<file path="src/rtl/sfc_pkg.sv">
package sfc_pkg;

  // FIFO control register; bit positions are decoded by software
  typedef struct packed {
    logic [1:0] rx_code;   // 7:6 receive threshold code
    logic [1:0] tx_code;   // 5:4 transmit threshold code
    logic       spare;     // 3
    logic       modem;     // 2 modem control enable (held only)
    logic       tx_flush;  // 1
    logic       rx_flush;  // 0
  } fifo_ctl_t;

  function automatic int rx_level(input logic [1:0] code);
    case (code)
      2'd0:    return 1;
      2'd1:    return 4;
      2'd2:    return 8;
      default: return 14;
    endcase
  endfunction

  function automatic int tx_level(input logic [1:0] code);
    return 1 << (3 - int'(code));
  endfunction

endpackage

</file>
<file path="src/rtl/sfc_fifo.sv">
module sfc_fifo #(
  parameter int unsigned DEPTH = 16,
  parameter int unsigned W     = 8,
  localparam int unsigned AW   = $clog2(DEPTH),
  localparam int unsigned CW   = $clog2(DEPTH + 1)
) (
  input  logic          clk,
  input  logic          rst,
  input  logic          flush,
  input  logic          push,
  input  logic          pop,
  input  logic [W-1:0]  wdata,
  output logic [W-1:0]  head,
  output logic [CW-1:0] count,
  output logic          full,
  output logic          empty
);

  logic [W-1:0]  mem [DEPTH];
  logic [AW-1:0] wp, rp;
  logic          do_push, do_pop;

  assign full    = (count == CW'(DEPTH));
  assign empty   = (count == '0);
  assign do_push = push && !full && !flush;
  assign do_pop  = pop && !empty && !flush;
  assign head    = mem[rp];

  always_ff @(posedge clk) begin
    if (do_push) mem[wp] <= wdata;
  end

  always_ff @(posedge clk) begin
    if (rst || flush) begin
      wp    <= '0;
      rp    <= '0;
      count <= '0;
    end else begin
      if (do_push) wp <= (wp == AW'(DEPTH - 1)) ? '0 : wp + 1'b1;
      if (do_pop)  rp <= (rp == AW'(DEPTH - 1)) ? '0 : rp + 1'b1;
      case ({do_push, do_pop})
        2'b10:   count <= count + 1'b1;
        2'b01:   count <= count - 1'b1;
        default: count <= count;
      endcase
    end
  end

  AST_FULL_HOLDS: assert property (@(posedge clk) disable iff (rst)
    (push && !pop && full && !flush) |=> full);
  AST_EMPTY_POP: assert property (@(posedge clk) disable iff (rst)
    (pop && !push && empty) |=> empty);

endmodule

</file>
<file path="src/rtl/sfc_tx.sv">
module sfc_tx
  import sfc_pkg::*;
#(
  parameter int unsigned DEPTH = 16,
  localparam int unsigned CW   = $clog2(DEPTH + 1)
) (
  input  logic          clk,
  input  logic          rst,
  input  logic          tick,
  input  logic          tx_en,
  input  logic          seven_bit,
  input  logic          tx_flush,
  input  logic [1:0]    tx_code,
  input  logic          wr,
  input  logic [7:0]    wdata,
  output logic [7:0]    tx_byte,
  output logic          tx_valid,
  output logic          set_tdfe,
  output logic          set_tend,
  output logic [CW-1:0] count
);

  logic       busy, flush_q, te_q;
  logic       wr_ok, direct, push, adv, adv_pop, adv_end, full, empty;
  logic [7:0] wbyte, head;

  assign wr_ok   = wr && !tx_flush;
  assign wbyte   = seven_bit ? {1'b0, wdata[6:0]} : wdata;
  assign adv     = tick && !tx_flush && (busy || tx_en);
  assign adv_pop = adv && !empty;
  assign adv_end = adv && empty && busy;
  assign direct  = wr_ok && tx_en && empty && (!busy || adv_end);
  assign push    = wr_ok && !direct;

  sfc_fifo #(.DEPTH(DEPTH), .W(8)) u_q (
    .clk(clk), .rst(rst), .flush(tx_flush), .push(push), .pop(adv_pop),
    .wdata(wbyte), .head(head), .count(count), .full(full), .empty(empty)
  );

  always_ff @(posedge clk) begin
    if (rst) begin
      busy     <= 1'b0;
      flush_q  <= 1'b0;
      te_q     <= 1'b0;
      tx_byte  <= '0;
      tx_valid <= 1'b0;
      set_tdfe <= 1'b0;
      set_tend <= 1'b0;
    end else begin
      flush_q  <= tx_flush;
      te_q     <= tx_en;
      tx_valid <= 1'b0;
      set_tdfe <= 1'b0;
      set_tend <= 1'b0;
      if (tx_flush) begin
        busy <= 1'b0;
      end else if (direct) begin
        busy     <= 1'b1;
        tx_valid <= 1'b1;
        tx_byte  <= wbyte;
        set_tdfe <= 1'b1;
        if (adv_end) set_tend <= 1'b1;
      end else if (adv_pop) begin
        busy     <= 1'b1;
        tx_valid <= 1'b1;
        tx_byte  <= head;
        if (int'(count) - 1 <= tx_level(tx_code)) set_tdfe <= 1'b1;
      end else if (adv_end) begin
        busy     <= 1'b0;
        set_tend <= 1'b1;
        set_tdfe <= 1'b1;
      end
      if (flush_q && !tx_flush) begin
        set_tend <= 1'b1;
        set_tdfe <= 1'b1;
      end
      if (te_q && !tx_en) set_tend <= 1'b1;
    end
  end

  AST_FLUSH_SILENT: assert property (@(posedge clk) disable iff (rst)
    tx_flush |=> !tx_valid);
  AST_SEND_HAS_CAUSE: assert property (@(posedge clk) disable iff (rst)
    tx_valid |-> $past(wr || tick));

endmodule

</file>
<file path="src/rtl/sfc_rx.sv">
module sfc_rx
  import sfc_pkg::*;
#(
  parameter int unsigned DEPTH = 16,
  localparam int unsigned CW   = $clog2(DEPTH + 1)
) (
  input  logic          clk,
  input  logic          rst,
  input  logic          tick,
  input  logic          rx_en,
  input  logic          rx_flush,
  input  logic [1:0]    rx_code,
  input  logic          in_valid,
  input  logic [7:0]    in_byte,
  input  logic          rd,
  output logic [7:0]    rd_data,
  output logic          set_rdf,
  output logic          set_dr,
  output logic          set_orer,
  output logic [CW-1:0] count
);

  logic       take, push, full, empty;
  logic [7:0] head;

  assign take = tick && in_valid && rx_en && !rx_flush;
  assign push = take && !full;

  sfc_fifo #(.DEPTH(DEPTH), .W(8)) u_q (
    .clk(clk), .rst(rst), .flush(rx_flush), .push(push), .pop(rd),
    .wdata(in_byte), .head(head), .count(count), .full(full), .empty(empty)
  );

  always_ff @(posedge clk) begin
    if (rst) begin
      rd_data  <= '0;
      set_rdf  <= 1'b0;
      set_dr   <= 1'b0;
      set_orer <= 1'b0;
    end else begin
      if (rd) rd_data <= (empty || rx_flush) ? 8'h00 : head;
      set_rdf  <= push && (int'(count) + 1 >= rx_level(rx_code));
      set_dr   <= tick && !in_valid && !empty && !rx_flush;
      set_orer <= take && full;
    end
  end

  AST_DR_ON_GAP: assert property (@(posedge clk) disable iff (rst)
    (tick && !in_valid && !empty && !rx_flush) |=> set_dr);
  AST_ORER_ONLY_FULL: assert property (@(posedge clk) disable iff (rst)
    set_orer |-> $past(full));

endmodule

</file>
<file path="src/rtl/sfc_brk.sv">
module sfc_brk (
  input  logic clk,
  input  logic rst,
  input  logic tick,
  input  logic tx_en,
  input  logic pin_oe,
  input  logic pin_lvl,
  input  logic brk_in,
  output logic brk_out,
  output logic set_brk
);

  logic cond, cond_q, armed;

  assign cond = !tx_en && pin_oe && !pin_lvl;

  always_ff @(posedge clk) begin
    if (rst) begin
      cond_q  <= 1'b0;
      armed   <= 1'b0;
      brk_out <= 1'b0;
      set_brk <= 1'b0;
    end else begin
      cond_q  <= cond;
      armed   <= cond && (armed ? !tick : !cond_q);
      brk_out <= cond && armed && tick;
      set_brk <= brk_in;
    end
  end

  AST_BRK_NEEDS_COND: assert property (@(posedge clk) disable iff (rst)
    brk_out |-> ($past(cond) && $past(tick)));

endmodule

</file>
<file path="src/rtl/sfifo_serial_ctrl.sv">
module sfifo_serial_ctrl
  import sfc_pkg::*;
#(
  parameter int unsigned DEPTH = 16,
  localparam int unsigned CW   = $clog2(DEPTH + 1)
) (
  input  logic        clk,
  input  logic        rst,
  input  logic        frame_tick,
  input  logic        tx_enable,
  input  logic        rx_enable,
  input  logic        seven_bit,
  input  logic        ctl_wr,
  input  logic [7:0]  ctl_wdata,
  output logic [7:0]  ctl_rdata,
  input  logic        port_wr,
  input  logic [7:0]  port_wdata,
  output logic [7:0]  port_rdata,
  input  logic        txd_wr,
  input  logic [7:0]  txd_wdata,
  input  logic        rxd_rd,
  output logic [7:0]  rxd_rdata,
  output logic [15:0] fifo_count,
  output logic [7:0]  link_tx_byte,
  output logic        link_tx_valid,
  input  logic [7:0]  link_rx_byte,
  input  logic        link_rx_valid,
  input  logic        link_brk_in,
  output logic        link_brk_out,
  output logic        set_tdfe,
  output logic        set_tend,
  output logic        set_rdf,
  output logic        set_dr,
  output logic        set_orer,
  output logic        set_brk
);

  localparam logic [7:0] PORT_KEEP = 8'hF3;
  localparam logic [7:0] CTS_CLEAR = 8'hEF;

  fifo_ctl_t     ctl_q;
  logic [7:0]    port_q;
  logic [CW-1:0] tx_cnt, rx_cnt;

  always_ff @(posedge clk) begin
    if (rst) begin
      ctl_q  <= '0;
      port_q <= '0;
    end else begin
      if (ctl_wr)  ctl_q  <= fifo_ctl_t'(ctl_wdata);
      if (port_wr) port_q <= port_wdata & PORT_KEEP;
    end
  end

  assign ctl_rdata  = ctl_q;
  assign port_rdata = port_q & CTS_CLEAR;

  always_comb begin
    fifo_count = '0;
    fifo_count[CW-1:0] = rx_cnt;
    fifo_count[8 +: CW] = tx_cnt;
  end

  sfc_tx #(.DEPTH(DEPTH)) u_tx (
    .clk(clk), .rst(rst), .tick(frame_tick), .tx_en(tx_enable),
    .seven_bit(seven_bit), .tx_flush(ctl_q.tx_flush), .tx_code(ctl_q.tx_code),
    .wr(txd_wr), .wdata(txd_wdata), .tx_byte(link_tx_byte),
    .tx_valid(link_tx_valid), .set_tdfe(set_tdfe), .set_tend(set_tend),
    .count(tx_cnt)
  );

  sfc_rx #(.DEPTH(DEPTH)) u_rx (
    .clk(clk), .rst(rst), .tick(frame_tick), .rx_en(rx_enable),
    .rx_flush(ctl_q.rx_flush), .rx_code(ctl_q.rx_code),
    .in_valid(link_rx_valid), .in_byte(link_rx_byte), .rd(rxd_rd),
    .rd_data(rxd_rdata), .set_rdf(set_rdf), .set_dr(set_dr),
    .set_orer(set_orer), .count(rx_cnt)
  );

  sfc_brk u_brk (
    .clk(clk), .rst(rst), .tick(frame_tick), .tx_en(tx_enable),
    .pin_oe(port_q[1]), .pin_lvl(port_q[0]), .brk_in(link_brk_in),
    .brk_out(link_brk_out), .set_brk(set_brk)
  );

  AST_COUNT_FIELDS: assert property (@(posedge clk) disable iff (rst)
    (fifo_count[15:13] == 3'b0) && (fifo_count[7:5] == 3'b0));

endmodule

</file>
<file path="config.mk">
export PLATFORM = sky130hd
export DESIGN_NAME = sfifo_serial_ctrl
export DESIGN_NICKNAME = d
export VERILOG_FILES = /design/src/rtl/sfc_pkg.sv /design/src/rtl/sfc_fifo.sv /design/src/rtl/sfc_tx.sv /design/src/rtl/sfc_rx.sv /design/src/rtl/sfc_brk.sv /design/src/rtl/sfifo_serial_ctrl.sv
export SDC_FILE = /design/constraint.sdc
export NUM_CORES = 1
export LEC_CHECK = 0
export BUFFER_PORTS_ARGS = -buffer_cell sky130_fd_sc_hd__buf_2
export CORE_ASPECT_RATIO = 0.8
export CORE_MARGIN = 8
export CORE_UTILIZATION = 39
export DETAILED_ROUTE_END_ITERATION = 10
export SLEW_MARGIN = 20
export SYNTH_ARGS = -nofsm -noshare
export SYNTH_HDL_FRONTEND = slang
export SYNTH_SLANG_ARGS = --single-unit
</file>
<file path="constraint.sdc">
create_clock -name clk -period 2.8 [get_ports clk]
set_input_delay 0.56 -clock clk [delete_from_list [all_inputs] [get_ports clk]]
set_output_delay 0.56 -clock clk [all_outputs]
set_load 0.1 [all_outputs]
</file>
[After elaboration in Yosys (flattened, before gate mapping)]
Memories as Yosys holds them, arrays and structs flattened. A register that Yosys moved wholly into a read port is not among the register bits.
Cells that the tools add are included.
Storage, ports and cells
  bits in registers: 69
  RAM bits: 256
  input port bits: 44
  output and inout port bits: 56
  word-level logic and storage cells: 155
  memories: 2
Memories
  u_rx.u_q.mem: words 16, bits a word 8, rd ports 1, clocked after Yosys merged registers in 1, wr ports 1, RTL line sfc_fifo.sv:19  | logic [W-1:0] mem [DEPTH];
  u_tx.u_q.mem: words 16, bits a word 8, rd ports 1, clocked after Yosys merged registers in 1, wr ports 1, RTL line sfc_fifo.sv:19
Operators by class
  add/subtract/negate cells: 11
  $lt $le $gt $ge: 2
  equal/unequal tests: 12
  shifts and indexed selects: 1
  multiplexer cells: 37
  bitwise operators: 1
  reduce and logical (&&, ||, !) cells: 61
Operator list (number)
  1-bit logical AND: 34
  32-bit >= comparator: 1
  32-bit less-or-equal comparator: 1
  32-bit 2-to-1 mux: 1
  4-bit 2-to-1 mux: 8
  8-bit 2-to-1 mux: 4
  1-bit by 32-bit left shift with 32-bit output, first input constant: 1
  1-bit 2-to-1 mux: 21
  5-bit case mux with 2 select lines: 2
  4-bit by 1-bit adder with 4-bit output, second input constant: 4
  4-bit == test, second input constant: 4
  1-bit zero test: 13
  4-bit case mux with 3 select lines: 1
  5-bit by 1-bit adder with 5-bit output, second input constant: 2
  5-bit == test, second input constant: 2
  5-bit zero test: 2
  5-bit by 1-bit subtractor with 5-bit output, second input constant: 2
  5-bit by 1-bit adder with 6-bit output, second input constant: 1
  2-bit by 1-bit == test with 1-bit output, second input constant: 3
  2-bit == test, second input constant: 3
  2-bit nonzero test: 3
  5-bit by 1-bit subtractor with 6-bit output, second input constant: 1
  1-bit logical OR: 5
  3-bit nonzero test: 1
  other kinds (5): 5

[Longest topological paths before layout]
Gate-level depths: netlist (run 1).
  word-level depth: 13
  gate-level depth with buffers: 15
  gate-level depth less buffers: 13

[Modules after synthesis]
Synthesis (run 1) repeated with hierarchy kept, for this count alone.
Second synthesis, totals
  cells, all modules: 809
  area, all modules: 13962.1 sq um
Modules (own cells, without submodules)
  sfc_fifo: instances 2, cells an instance 297, area each 5943.2 sq um, seq. area each 4184.0 sq um
  sfc_tx: instances 1, cells an instance 91, area each 838.3 sq um, seq. area each 280.3 sq um
  sfc_rx: instances 1, cells an instance 63, area each 569.3 sq um, seq. area each 220.2 sq um
  sfifo_serial_ctrl: instances 1, cells an instance 52, area each 534.3 sq um, seq. area each 260.2 sq um
  sfc_brk: instances 1, cells an instance 9, area each 133.9 sq um, seq. area each 80.1 sq um

[Least setup slack after synthesis (run 1)]
No wires, ideal clock.
  path type: flip-flop to flip-flop
  start: register u_rx.u_q.count[0]
  end: register u_rx.u_q.count[4]
  library setup time: 70 ps
  data arrival time: 3709 ps
  required time: 2730 ps
  setup slack: -979 ps
  cell stages (with the launch flop): 13
  path buffers: 0
  period minus slack after synthesis: 3779 ps
  path through: dfxtp_1 inv_1 ha_1 nor4b_2 nor3b_4 ha_1 inv_1 fa_1 nor2b_1 o21ai_0 and3_1 or4_1 a21oi_1
On the way
  longest elaborated chain between the ends: 7
  elaborated cells between the ends (all ways): 15
  classes of those cells: add/sub: 2; eq/ne: 3; mux: 1; reduce/logical: 9
Ends and longest elaborated chain
  start, declared: RTL line sfc_fifo.sv:14  | output logic [CW-1:0] count,
  start signal, assigned: RTL line sfc_fifo.sv:42  | 2'b10: count <= count + 1'b1;
  start signal, assigned: RTL line sfc_fifo.sv:43  | 2'b01: count <= count - 1'b1;
  start signal, assigned: RTL line sfc_fifo.sv:44  | default: count <= count;
  5-bit == test: RTL line sfc_fifo.sv:23  | assign full = (count == CW'(DEPTH));
  1-bit zero test: RTL line sfc_fifo.sv:25, sfc_rx.sv:27
  1-bit logical AND: RTL line sfc_rx.sv:27  | assign push = take && !full;
  1-bit logical AND (2 in a row): RTL line sfc_fifo.sv:25  | assign do_push = push && !full && !flush;
  2-bit by 1-bit == test with 1-bit output or 2-bit == test (tied branches): RTL line sfc_fifo.sv:41  | case ({do_push, do_pop})
  5-bit case mux with 2 select lines or 2-bit nonzero test (tied branches)
Parallel ways exist; a longest one is shown, timed or not.
A chain may end at the register's enable or synchronous reset.

[Final worst setup path (run 1)]
  start: register u_rx.u_q.count[1]
  end: register u_rx.u_q.count[4]
The elaborated chain is that of the path after synthesis.

==> run_results.csv, run 1 <==
group,metric,value,unit
power_and_ir_drop,p_per_area,706,nW/µm²
floorplan,initial_core_util,39.4,%
sta,rsz0062_at_grt,"no",
flow_run,cap_viol_max_count,0,
clocking,cts_bufs_inserted,37,
sta,setup_viol_count_final,0,
global_route,total_congestion_overflow_after_global_routing,0,
yosys,synth_async_sr_flop_share,0,%
sta,worst_pin_slew,841,ps
yosys,ys_warn_count,0,
routing,drt-vias-per-instance,5.14,
yosys,syn_area_per_cell,15.6,µm²
clocking,clock_latency,510,ps
sta,hold_viol_final,0,
cells_and_area,area_growth,18.2,%
global_route,global_route.usage.total,14.3,%
sta,max_clock_freq,379,MHz
yosys,post_synthesis_mux_area_share,13.1,%
clocking,ctsRootBufferMaster,"sky130_fd_sc_hd__clkbuf_16",
setup_path,crit_path_max_fanout,7,
clocking,clk_pin_slew,60,ps
power_and_ir_drop,cellLeakagePower,5.68,nW
placement,gp_routability_congestion,0.808,
yosys,synth-seq-cells,332,
floorplan,dieArea,41300,µm²
yosys,seq_area_frac_synth,67.4,%
yosys,synth_top_family_by_area,"multiplexers",
sta,period_needed,2640,ps
sta,timing.final.crit_share,94.3,%
floorplan,die_h,183,µm
routing,vias,7792,
yosys,cell_variety_after_synth,61,
sta,timing_max_transition_violations_final,0,
routing,remaining_drc_errors,0,
setup_path,cp_data_arrival_time,3070,ps
clocking,h-tree-depth,2,
routing,ant_nets,0,
clocking,holdBufCountCts,0,
placement,placement.io_buffers,87,
floorplan,boundaryPins,100,
sta,setup_total_negative_slack,0,ps
power_and_ir_drop,vdd_drop_max,0.390,mV
cells_and_area,num-fill-cells,3035,
cells_and_area,finish.net_count,1092,
setup_path,criticalPathCategory,"reg -> reg",
yosys,synth_area,13700,µm²
clocking,cts.path.max_buffers,3,
floorplan,die_width,225,µm
global_route,first_global_vias,7808,
yosys,post_synth_and_or_nand_nor_area_fraction,6.65,%
yosys,synth_flop_type,"sky130_fd_sc_hd__edfxtp_1",
clocking,tritoncts,"built",
yosys,post_synthesis_share_of_cell_area_spent_on_full_adders_half_adders_and_majority_gates,2.71,%
cells_and_area,multi_input_area,4140,µm²
placement,place_hpwl,20200,µm
outcome,run_status,"finished, final reports clean",
global_route,first_pass_grt_wire_length,45900,µm
routing,average_wire_per_standard_cell,19.6,µm
yosys,area_fraction_in_compound_gates_after_synthesis,6.33,%
routing,drt-total-wl,29800,µm
cells_and_area,utilization,46.6,%
floorplan,placementRows,61,
yosys,synth_xor_area_share,0.898,%
sta,relSlewSlack,43.7,%
global_route,grt_antenna_before_repair,0,
cells_and_area,insertedDiodeCount,0,
clocking,clock_sinks,332,
power_and_ir_drop,total_power,0.0114,W
floorplan,coreArea,34700,µm²
sta,finClkSkew,15.8,ps
min_path,min_path_type,"in -> reg",
global_route,pin_count_of_the_biggest_net_entering_global_routing,33,
yosys,synth_edf_count,256,
setup_path,cp-end-kind,"register",
cells_and_area,final-seq-area,9240,µm²
routing,number_of_detailed_routing_iterations_run_before_antenna_repair,5,
yosys,synthCells,874,
setup_path,startpoint_type,"register",
setup_path,worstPathRequired,3230,ps
cells_and_area,post_route_cells_drive_above_1_share,29.4,%
routing,drt-initial-drc-count,530,
-- Yosys cell counts (12+ instances only) --
cell type	n	share of area [%]
sky130_fd_sc_hd__nand2_1	31	0.85
sky130_fd_sc_hd__nor3_1	12	0.44
sky130_fd_sc_hd__mux2i_1	48	3.5
sky130_fd_sc_hd__mux4_2	56	9.2
sky130_fd_sc_hd__dfxtp_1	76	11
sky130_fd_sc_hd__clkbuf_1	20	0.55
sky130_fd_sc_hd__nor2_1	82	2.3
sky130_fd_sc_hd__edfxtp_1	256	56
sky130_fd_sc_hd__a21oi_1	45	1.6
sky130_fd_sc_hd__nor2b_1	16	0.73
sky130_fd_sc_hd__o21ai_0	18	0.66
sky130_fd_sc_hd__buf_4	15	0.82
sky130_fd_sc_hd__inv_1	21	0.58
sky130_fd_sc_hd__ha_1	28	2.6
-- routing by layer --
layer  track usage, %  share of wire, %  up-vias
met4             4.00               1.9        0
met1             21.8                49     3918
met5                0                 0        -
met3             2.76               6.4       41
met2             20.3                42      214
li1                 -                 -     3619
-- sequential cells by signal (all words and copies together), names as in the netlist, 5 cells and up, named ones only --
name and cells:
ctl_rdata 8, u_rx.rd_data 8, u_rx.u_q.count 5, u_tx.u_q.count 5
port_q 5, u_rx.u_q.mem 128, u_tx.u_q.mem 128, u_tx.tx_byte 8
-- per-stage QoR --
stage / setup slack [ps] / cell area, µm² / cells / hold WS (ps)
after global routing: 8.87 / 16100 / 1517 / 230
after floorplan: -67.0 / 13800 / 882 / 407
final: 161 / 16100 / 1517 / 241
after global placement: 67.7 / 15000 / 1452 / 427
after CTS: 119 / 16100 / 1517 / 215
after detailed placement: 21.3 / 15000 / 1452 / 439
-- final timing paths --
path | start | to | slack, ps | depth (start not counted)
hold / removal | link_rx_valid | u_rx.set_dr | 240 | 2
setup / recovery | u_rx.u_q.count[1] | u_rx.u_q.count[4] | 160 | 12
hold reg to reg | u_tx.te_q | u_tx.set_tend | 440 | 2
setup reg to reg | u_rx.u_q.count[1] | u_rx.u_q.count[4] | 160 | 12
-- worst max-delay path, cell delays in order, from the launching register on --
cell	delay, ps
sky130_fd_sc_hd__dfxtp_4	400
sky130_fd_sc_hd__inv_4	60
sky130_fd_sc_hd__ha_4	160
sky130_fd_sc_hd__nor4b_4	140
sky130_fd_sc_hd__nor3b_4	260
sky130_fd_sc_hd__ha_4	200
sky130_fd_sc_hd__inv_2	50
sky130_fd_sc_hd__fa_2	330
sky130_fd_sc_hd__nor2b_1	150
sky130_fd_sc_hd__o21ai_1	110
sky130_fd_sc_hd__and3_1	170
sky130_fd_sc_hd__or4_1	390
sky130_fd_sc_hd__a21oi_1	130
-- final cells by class --
type | instances | area share, %
clock buffers | 44 | 5.90
clock inverters | 21 | 1.17
inverters | 21 | 0.520
multi-input cells | 473 | 25.6
flip-flops and latches | 332 | 57.3
well taps | 472 | 3.66
repair buffers | 154 | 5.82
-- placed cells by master (no fill, tap or decap), types with 5 or more instances in the layout --
| master | netlist | layout |
|---|---|---|
| sky130_fd_sc_hd__edfxtp_1 | 256 | 256 |
| sky130_fd_sc_hd__buf_2 | 11 | 87 |
| sky130_fd_sc_hd__nor2_1 | 82 | 82 |
| sky130_fd_sc_hd__buf_4 | 15 | 67 |
| sky130_fd_sc_hd__dfxtp_1 | 76 | 63 |
| sky130_fd_sc_hd__mux4_2 | 56 | 56 |
| sky130_fd_sc_hd__mux2i_1 | 48 | 48 |
| sky130_fd_sc_hd__a21oi_1 | 45 | 44 |
| sky130_fd_sc_hd__clkbuf_16 | 0 | 37 |
| sky130_fd_sc_hd__nand2_1 | 31 | 31 |
| sky130_fd_sc_hd__ha_1 | 28 | 24 |
| sky130_fd_sc_hd__o21ai_0 | 18 | 17 |
| sky130_fd_sc_hd__inv_1 | 21 | 16 |
| sky130_fd_sc_hd__nor2b_1 | 16 | 16 |
| sky130_fd_sc_hd__nor3_1 | 12 | 12 |
| sky130_fd_sc_hd__xor2_1 | 11 | 11 |
| sky130_fd_sc_hd__nand2b_1 | 11 | 11 |
| sky130_fd_sc_hd__o22ai_1 | 10 | 10 |
| sky130_fd_sc_hd__a21o_1 | 9 | 9 |
| sky130_fd_sc_hd__conb_1 | 1 | 9 |
| sky130_fd_sc_hd__clkbuf_1 | 20 | 7 |
| sky130_fd_sc_hd__dfxtp_4 | 0 | 7 |
| sky130_fd_sc_hd__nand3_1 | 6 | 6 |
| sky130_fd_sc_hd__a211oi_1 | 6 | 6 |
| sky130_fd_sc_hd__dfxtp_2 | 0 | 6 |
| sky130_fd_sc_hd__clkinv_2 | 0 | 6 |
| sky130_fd_sc_hd__clkinv_1 | 0 | 6 |
| sky130_fd_sc_hd__o31ai_1 | 5 | 5 |
-- cells by family after synthesis --
kind of cell / count (synthesis)
flip-flops: 332
buffers and inverters: 77
adder cells (fa/ha/maj): 29
other: 1
AO/OA/AOI/OAI: 129
multiplexers: 108
AND/OR/NAND/NOR: 184
XOR/XNOR: 14
-- power by group --
| part | internal [W] | switching [W] |
|---|---|---|
| registers | 0.00539 | 0.0000780 |
| clock network | 0.00271 | 0.00185 |
| logic | 0.000392 | 0.000968 |
| total | 0.00849 | 0.00289 |
-- what timing repair did --
item | 4_1_cts | 5_1_grt
endpoints found under the setup margin | 0 | 1
resized for setup | 0 | 1
setup buffers | 0 | 0
Power figures use the tool's default switching activity.
==> run 2, diff against run 1 <==
--- a/config.mk
+++ b/config.mk
@@ -6,10 +6,13 @@
 export NUM_CORES = 1
 export LEC_CHECK = 0
 export BUFFER_PORTS_ARGS = -buffer_cell sky130_fd_sc_hd__buf_2
+export CELL_PAD_IN_SITES_DETAIL_PLACEMENT = 1
+export CELL_PAD_IN_SITES_GLOBAL_PLACEMENT = 1
 export CORE_ASPECT_RATIO = 0.8
-export CORE_MARGIN = 8
+export CORE_MARGIN = 5
 export CORE_UTILIZATION = 39
 export DETAILED_ROUTE_END_ITERATION = 10
+export PLACE_DENSITY_LB_ADDON = 0.1
 export SLEW_MARGIN = 20
 export SYNTH_ARGS = -nofsm -noshare
 export SYNTH_HDL_FRONTEND = slang
==> run 2 against run 1 <==
First-iteration DRC count fell by 1.5%. Power rose by 2.3%. Combinational power rose by 3%. Clock-buffer cell count rose by 10. Fmax fell by 0.58%. Sequential power barely moved.
==> run_results.csv, run 2 (synthesized netlist as in run 1, its figures left out) <==
group,metric,value,unit
outcome,run_status,"finished, final reports clean",
routing,drt-initial-drc-count,522,
setup_path,critPathLaunch,"u_rx.u_q.count[0]",
floorplan,boundaryPins,100,
power_and_ir_drop,power.combinational.fraction,12.0,%
cells_and_area,area_growth,18.1,%
setup_path,startpoint_type,"register",
power_and_ir_drop,total_power,0.0117,W
floorplan,placementRows,61,
setup_path,worst_r2r_startpoint,"u_rx.u_q.count[0]",
sta,finClkSkew,18.7,ps
clocking,clock_latency,520,ps
clocking,clock_sinks,332,
sta,timing.final.crit_share,94.8,%
power_and_ir_drop,power_frac_seq,46.9,%
cells_and_area,post_route_cells_drive_above_1_share,28.7,%
clocking,clk_pin_slew,60,ps
cells_and_area,mostFrequentLayoutCell,"sky130_fd_sc_hd__edfxtp_1",
cells_and_area,layout.cells.most_common_list,"sky130_fd_sc_hd__edfxtp_1 (256), sky130_fd_sc_hd__buf_2 (87), sky130_fd_sc_hd__nor2_1 (82)",
setup_path,cp-end-kind,"register",
placement,numPlacedInstances,1442,
cells_and_area,finish.net_count,1082,
min_path,min_path_type,"in -> reg",
routing,average_wire_per_standard_cell,21.7,µm
power_and_ir_drop,clockPowerShare,41.1,%
sta,hold_viol_final,0,
power_and_ir_drop,switching_power,0.00295,W
cells_and_area,final_area,16100,µm²
setup_path,worstSetupEndpoint,"u_rx.u_q.count[4]",
sta,setup_viol_count_final,0,
floorplan,coreArea,34700,µm²
setup_path,crit_path_max_fanout,8,
cells_and_area,largestRegisters,"u_rx.u_q.mem: 128 flops, u_tx.u_q.mem: 128 flops",
floorplan,die_width,219,µm
floorplan,die_h,177,µm
routing,vias,7677,
setup_path,cp_data_arrival_time,3100,ps
clocking,h-tree-depth,2,
routing,drt-total-wl,32800,µm
routing,drt-vias-per-instance,5.09,
placement,placement.io_buffers,87,
global_route,first_global_vias,8027,
sta,max_clock_freq,377,MHz
global_route,grt_antenna_before_repair,0,
sta,worst_pin_slew,814,ps
global_route,global_route.usage.total,17.0,%
power_and_ir_drop,internal,0.00870,W
sta,timing_max_transition_violations_final,0,
clocking,cts_post_setup_buffers_inserted,0,
sta,period_needed,2650,ps
clocking,cts.path.max_buffers,3,
sta,finalHoldWorstSlack,233,ps
routing,number_of_detailed_routing_iterations_run_before_antenna_repair,5,
cells_and_area,layout.cells.non_filler,1508,
clocking,holdBufCountCts,0,
placement,gp_routability_congestion,0.755,
routing,ant_nets,0,
setup_path,r2r.worst_path.cells,12,
clocking,tritoncts,"built",
routing,remaining_drc_errors,0,
placement,dpl_cell_area,14900,µm²
power_and_ir_drop,cellLeakagePower,5.66,nW
placement,detailedPlace.worstSlack,43.7,ps
power_and_ir_drop,p_per_area,722,nW/µm²
clocking,postCtsResizedCells,0,
power_and_ir_drop,vdd_drop_max,0.297,mV
sta,relSlewSlack,45.6,%
floorplan,initial_core_util,39.4,%
clocking,cts_bufs_inserted,37,
cells_and_area,num-fill-cells,3459,
setup_path,rr_endpoint,"u_rx.u_q.count[4]",
sta,setup_slack,145,ps
sta,rsz0062_at_grt,"no",
global_route,first_pass_grt_wire_length,50000,µm
global_route,pin_count_of_the_biggest_net_entering_global_routing,33,
setup_path,r2r_setup_slack,150,ps
floorplan,dieArea,38900,µm²
flow_run,cap_viol_max_count,0,
setup_path,criticalPathCategory,"reg -> reg",
clocking,ctsRootBufferMaster,"sky130_fd_sc_hd__clkbuf_16",
setup_path,worstPathRequired,3240,ps
cells_and_area,insertedDiodeCount,0,
global_route,total_congestion_overflow_after_global_routing,0,
power_and_ir_drop,switching_share_of_total_power,25.4,%
placement,place_hpwl,22200,µm
-- run 2: changes by cell type in the layout (fill, tap and decap cells not counted), moves of 2 or more --
cell / change
sky130_fd_sc_hd__clkinv_1: -4
sky130_fd_sc_hd__clkbuf_8: +3
sky130_fd_sc_hd__clkbuf_1: +5
sky130_fd_sc_hd__inv_6: -2
sky130_fd_sc_hd__buf_4: -11
sky130_fd_sc_hd__clkbuf_16: +2
-- run 2: area by class of cell --
type | count | area (µm²) | share of cell area [%]
multi-input combinational | 473 | 4130 | 25.6
clock inverter | 12 | 146 | 0.908
inverter | 21 | 83.8 | 0.520
clock buffer | 54 | 1060 | 6.59
sequential | 332 | 9240 | 57.3
tap | 472 | 591 | 3.66
timing repair buffer | 144 | 876 | 5.43
-- run 2: worst min path at each step --
stage / end / startpoint / cells past startpoint / slack (ps)
after floorplan: u_tx.set_tend / u_tx.te_q / 2 / 410
final: u_rx.set_dr / link_rx_valid / 2 / 230
after detailed placement: u_rx.rd_data[2] / u_rx.rd_data[2] / 1 / 430
after global routing: u_rx.set_dr / link_rx_valid / 2 / 210
after global placement: u_tx.set_tend / u_tx.te_q / 2 / 430
after CTS: u_rx.set_dr / link_rx_valid / 2 / 210
-- run 2: worst max-delay path, cell delays in order (launching register included) --
cell and delay (ps):
sky130_fd_sc_hd__dfxtp_4 400, sky130_fd_sc_hd__inv_4 60, sky130_fd_sc_hd__ha_4 170, sky130_fd_sc_hd__nor4b_4 140, sky130_fd_sc_hd__nor3b_4 230, sky130_fd_sc_hd__ha_2 250, sky130_fd_sc_hd__inv_2 60, sky130_fd_sc_hd__fa_2 330
sky130_fd_sc_hd__nor2b_1 160, sky130_fd_sc_hd__o21ai_1 110, sky130_fd_sc_hd__and3_1 160, sky130_fd_sc_hd__or4_1 390, sky130_fd_sc_hd__a21oi_1 130
-- run 2: power groups by stage --
| stage | registers, W | clock network (W) | logic (W) |
|---|---|---|---|
| 3_5_place_dp | 0.00557 | 0 | 0.00142 |
| 6_report | 0.00547 | 0.00478 | 0.00140 |
| 2_1_floorplan | 0.00593 | 0 | 0.000675 |
| 5_1_grt | 0.00548 | 0.00516 | 0.00151 |
| 4_1_cts | 0.00547 | 0.00494 | 0.00142 |
| 3_3_place_gp | 0.00557 | 0 | 0.00140 |
-- run 2: per-layer routing --
layer	vias up	track usage [%]	wire (µm)
li1	3599	-	-
met1	3889	26.3	16400
met2	155	25.5	14100
met3	34	2.85	1790
met4	0	3.45	416
met5	-	0	0
-- run 2: metrics by stage --
step                      TNS (ps)  utilization [%]
after global placement           0             43.1
after floorplan              -67.0                -
after global routing             0             46.5
after CTS                        0             46.5
final                            0             46.5
after detailed placement         0             43.1
==> run 3, diff against run 2 <==
--- a/config.mk
+++ b/config.mk
@@ -9,7 +9,6 @@
 export CELL_PAD_IN_SITES_DETAIL_PLACEMENT = 1
 export CELL_PAD_IN_SITES_GLOBAL_PLACEMENT = 1
 export CORE_ASPECT_RATIO = 0.8
-export CORE_MARGIN = 5
 export CORE_UTILIZATION = 39
 export DETAILED_ROUTE_END_ITERATION = 10
 export PLACE_DENSITY_LB_ADDON = 0.1
==> constraint.sdc (replaced) <==
create_clock -name clk -period 2.8 [get_ports clk]
set_input_delay 0.28 -clock clk [delete_from_list [all_inputs] [get_ports clk]]
set_output_delay 0.28 -clock clk [all_outputs]
set_load 0.1 [all_outputs]
==> run 3 against run 2 <==
Sequential cell count stayed put. Sequential share of layout area is 0.16 points lower. Cell area increased by 0.29%. Global-route usage up 1.8 points. First-iteration DRC count up 0.57%. Critical endpoint unchanged. Die area fell by 8.0%. Sequential power about the same. Critical path depth did not move. Routed wire length increased by 0.54%. Fmax down 0.21%. Hold slack worse by 210 ps.
==> run_results.csv, run 3 (synthesized netlist as in run 1, its figures left out) <==
group,metric,value,unit
global_route,total_congestion_overflow_after_global_routing,0,
clocking,tritoncts,"built",
clocking,clock_sinks,332,
floorplan,coreArea,34000,µm²
cells_and_area,final-seq-area,9240,µm²
power_and_ir_drop,total_power,0.0115,W
clocking,clock_latency,530,ps
power_and_ir_drop,cellLeakagePower,5.67,nW
setup_path,crit_slowest_cell,"sky130_fd_sc_hd__dfxtp_4",
min_path,holdCritStartpoint,"port_wdata[7]",
placement,gp_routability_congestion,0.777,
cells_and_area,final_area,16200,µm²
sta,setup_slack,140,ps
routing,number_of_detailed_routing_iterations_run_before_antenna_repair,4,
cells_and_area,layout.cells.most_common_list,"sky130_fd_sc_hd__edfxtp_1 (256), sky130_fd_sc_hd__buf_2 (87), sky130_fd_sc_hd__nor2_1 (82)",
routing,vias,7802,
power_and_ir_drop,power_frac_seq,47.5,%
placement,place_hpwl,21600,µm
setup_path,worstPathRequired,3240,ps
power_and_ir_drop,vdd_drop_max,0.389,mV
cells_and_area,post_route_cells_drive_above_1_share,28.2,%
routing,ant_nets,0,
global_route,grt_antenna_before_repair,0,
power_and_ir_drop,clockPowerShare,40.3,%
cells_and_area,largestRegisters,"u_rx.u_q.mem: 128 flops, u_tx.u_q.mem: 128 flops",
floorplan,die_width,211,µm
setup_path,rr_endpoint,"u_rx.u_q.count[4]",
floorplan,boundaryPins,100,
cells_and_area,mostFrequentLayoutCell,"sky130_fd_sc_hd__edfxtp_1",
floorplan,placementRows,60,
sta,timing.final.crit_share,95.0,%
routing,remaining_drc_errors,0,
sta,hold_viol_final,0,
floorplan,initial_core_util,40.2,%
sta,finClkSkew,23.7,ps
sta,max_clock_freq,376,MHz
clocking,cts.path.max_buffers,3,
setup_path,cp-end-kind,"register",
sta,worst_pin_slew,908,ps
min_path,worstHoldPathCells,3,
setup_path,critPathLaunch,"u_rx.u_q.count[0]",
setup_path,crit_path_max_fanout,8,
setup_path,startpoint_type,"register",
placement,placement.io_buffers,87,
floorplan,dieArea,35800,µm²
clocking,clk_pin_slew,60,ps
placement,numPlacedInstances,1434,
global_route,global_route.usage.total,18.8,%
sta,period_needed,2660,ps
power_and_ir_drop,p_per_area,712,nW/µm²
routing,drt-total-wl,33000,µm
cells_and_area,layout.cells.non_filler,1509,
cells_and_area,num-fill-cells,3381,
routing,average_wire_per_standard_cell,21.8,µm
setup_path,criticalPathCategory,"reg -> reg",
global_route,first_global_vias,8080,
sta,relSlewSlack,39.3,%
routing,drt-initial-drc-count,525,
flow_run,cap_viol_max_count,0,
clocking,cts_post_setup_buffers_inserted,0,
sta,timing_max_transition_violations_final,0,
setup_path,cp_data_arrival_time,3100,ps
cells_and_area,area_growth,18.5,%
setup_path,critical_path.cell_chain,"inv_4 > ha_4 > nor4b_4 > nor3b_4 > ha_4 > inv_2 > fa_2 > nor2b_2 > o21ai_1 > and3_1 > or4_1 > a21oi_1",
min_path,hold-path-endpoint,"port_q[7]",
outcome,run_status,"finished, final reports clean",
setup_path,path_common_cell,"sky130_fd_sc_hd__ha_4",
setup_path,worst_r2r_startpoint,"u_rx.u_q.count[0]",
min_path,min_path_type,"in -> reg",
floorplan,die_h,169,µm
cells_and_area,finish.net_count,1089,
clocking,ctsRootBufferMaster,"sky130_fd_sc_hd__clkbuf_16",
power_and_ir_drop,switching_share_of_total_power,25.7,%
global_route,first_pass_grt_wire_length,49700,µm
global_route,pin_count_of_the_biggest_net_entering_global_routing,33,
power_and_ir_drop,internal,0.00856,W
setup_path,critPathMaxStageDelay,410,ps
setup_path,r2r_setup_slack,140,ps
power_and_ir_drop,switching_power,0.00296,W
routing,drt-vias-per-instance,5.17,
power_and_ir_drop,power.combinational.fraction,12.2,%
cells_and_area,multi_input_area,4140,µm²
sta,rsz0062_at_grt,"no",
sta,setup_viol_count_final,0,
clocking,h-tree-depth,2,
placement,dpl_cell_area,14900,µm²
setup_path,r2r.worst_path.cells,12,
placement,detailedPlace.worstSlack,105,ps
clocking,cts_bufs_inserted,36,
==> run 3: worst max-delay path by stage <==
stage	end	slack, ps	cells after the start
2_1_floorplan	u_rx.u_q.count[4]	-70	12
3_3_place_gp	u_rx.u_q.count[4]	150	12
3_5_place_dp	u_rx.u_q.count[4]	100	12
4_1_cts	u_rx.u_q.count[4]	80	12
5_1_grt	u_rx.u_q.count[4]	50	12
6_report	u_rx.u_q.count[4]	140	12
==> run 3: stage by stage <==
step                hold WS (ps)  TNS, ps  util, %
finish                      23.1        0     47.6
CTS                         1.28        0     47.5
global route                22.9        0     47.6
detailed placement           440        0     43.9
floorplan                    357    -67.0        -
global placement             430        0     43.9
==> run 3: layout make-up <==
cell class / count / area share, %
diodes: 1 / 0.0155
clock buffers: 55 / 6.46
clock inverters: 10 / 0.673
inverters: 21 / 0.518
multi-input cells: 473 / 25.6
flip-flops and latches: 332 / 57.1
well taps: 465 / 3.60
repair buffers: 152 / 6.00
==> run 3: routing by layer <==
| metal | part of all wire (%) | routed length (µm) | GRT usage [%] |
|---|---|---|---|
| met3 | 4.8 | 1580 | 3.79 |
| met4 | 1.5 | 490 | 4.25 |
| met2 | 42 | 14000 | 27.0 |
| met5 | 0 | 0 | 0 |
| met1 | 51 | 16900 | 29.0 |
==> run 3: repair_timing <==
action	in CTS	in global routing
endpoints found under the setup margin	0	1
resized for setup	0	2
hold buffers	9	0
endpoints found under the hold margin	9	0
==> run 3: critical path, delay by kind of cell, from the launching register on <==
family	cells	cell delay, ps
AO/OA/AOI/OAI	2	250
adder cells (fa/ha/maj)	3	710
buffers and inverters	2	110
flip-flops	1	410
AND/OR/NAND/NOR	5	1100
==> run 3: power by group through the flow <==
stage	clock network, W	registers (W)	logic, W
2_1_floorplan	0	0.00593	0.000675
4_1_cts	0.00476	0.00547	0.00142
6_report	0.00464	0.00547	0.00141
5_1_grt	0.00494	0.00548	0.00151
3_5_place_dp	0	0.00558	0.00140
3_3_place_gp	0	0.00557	0.00139
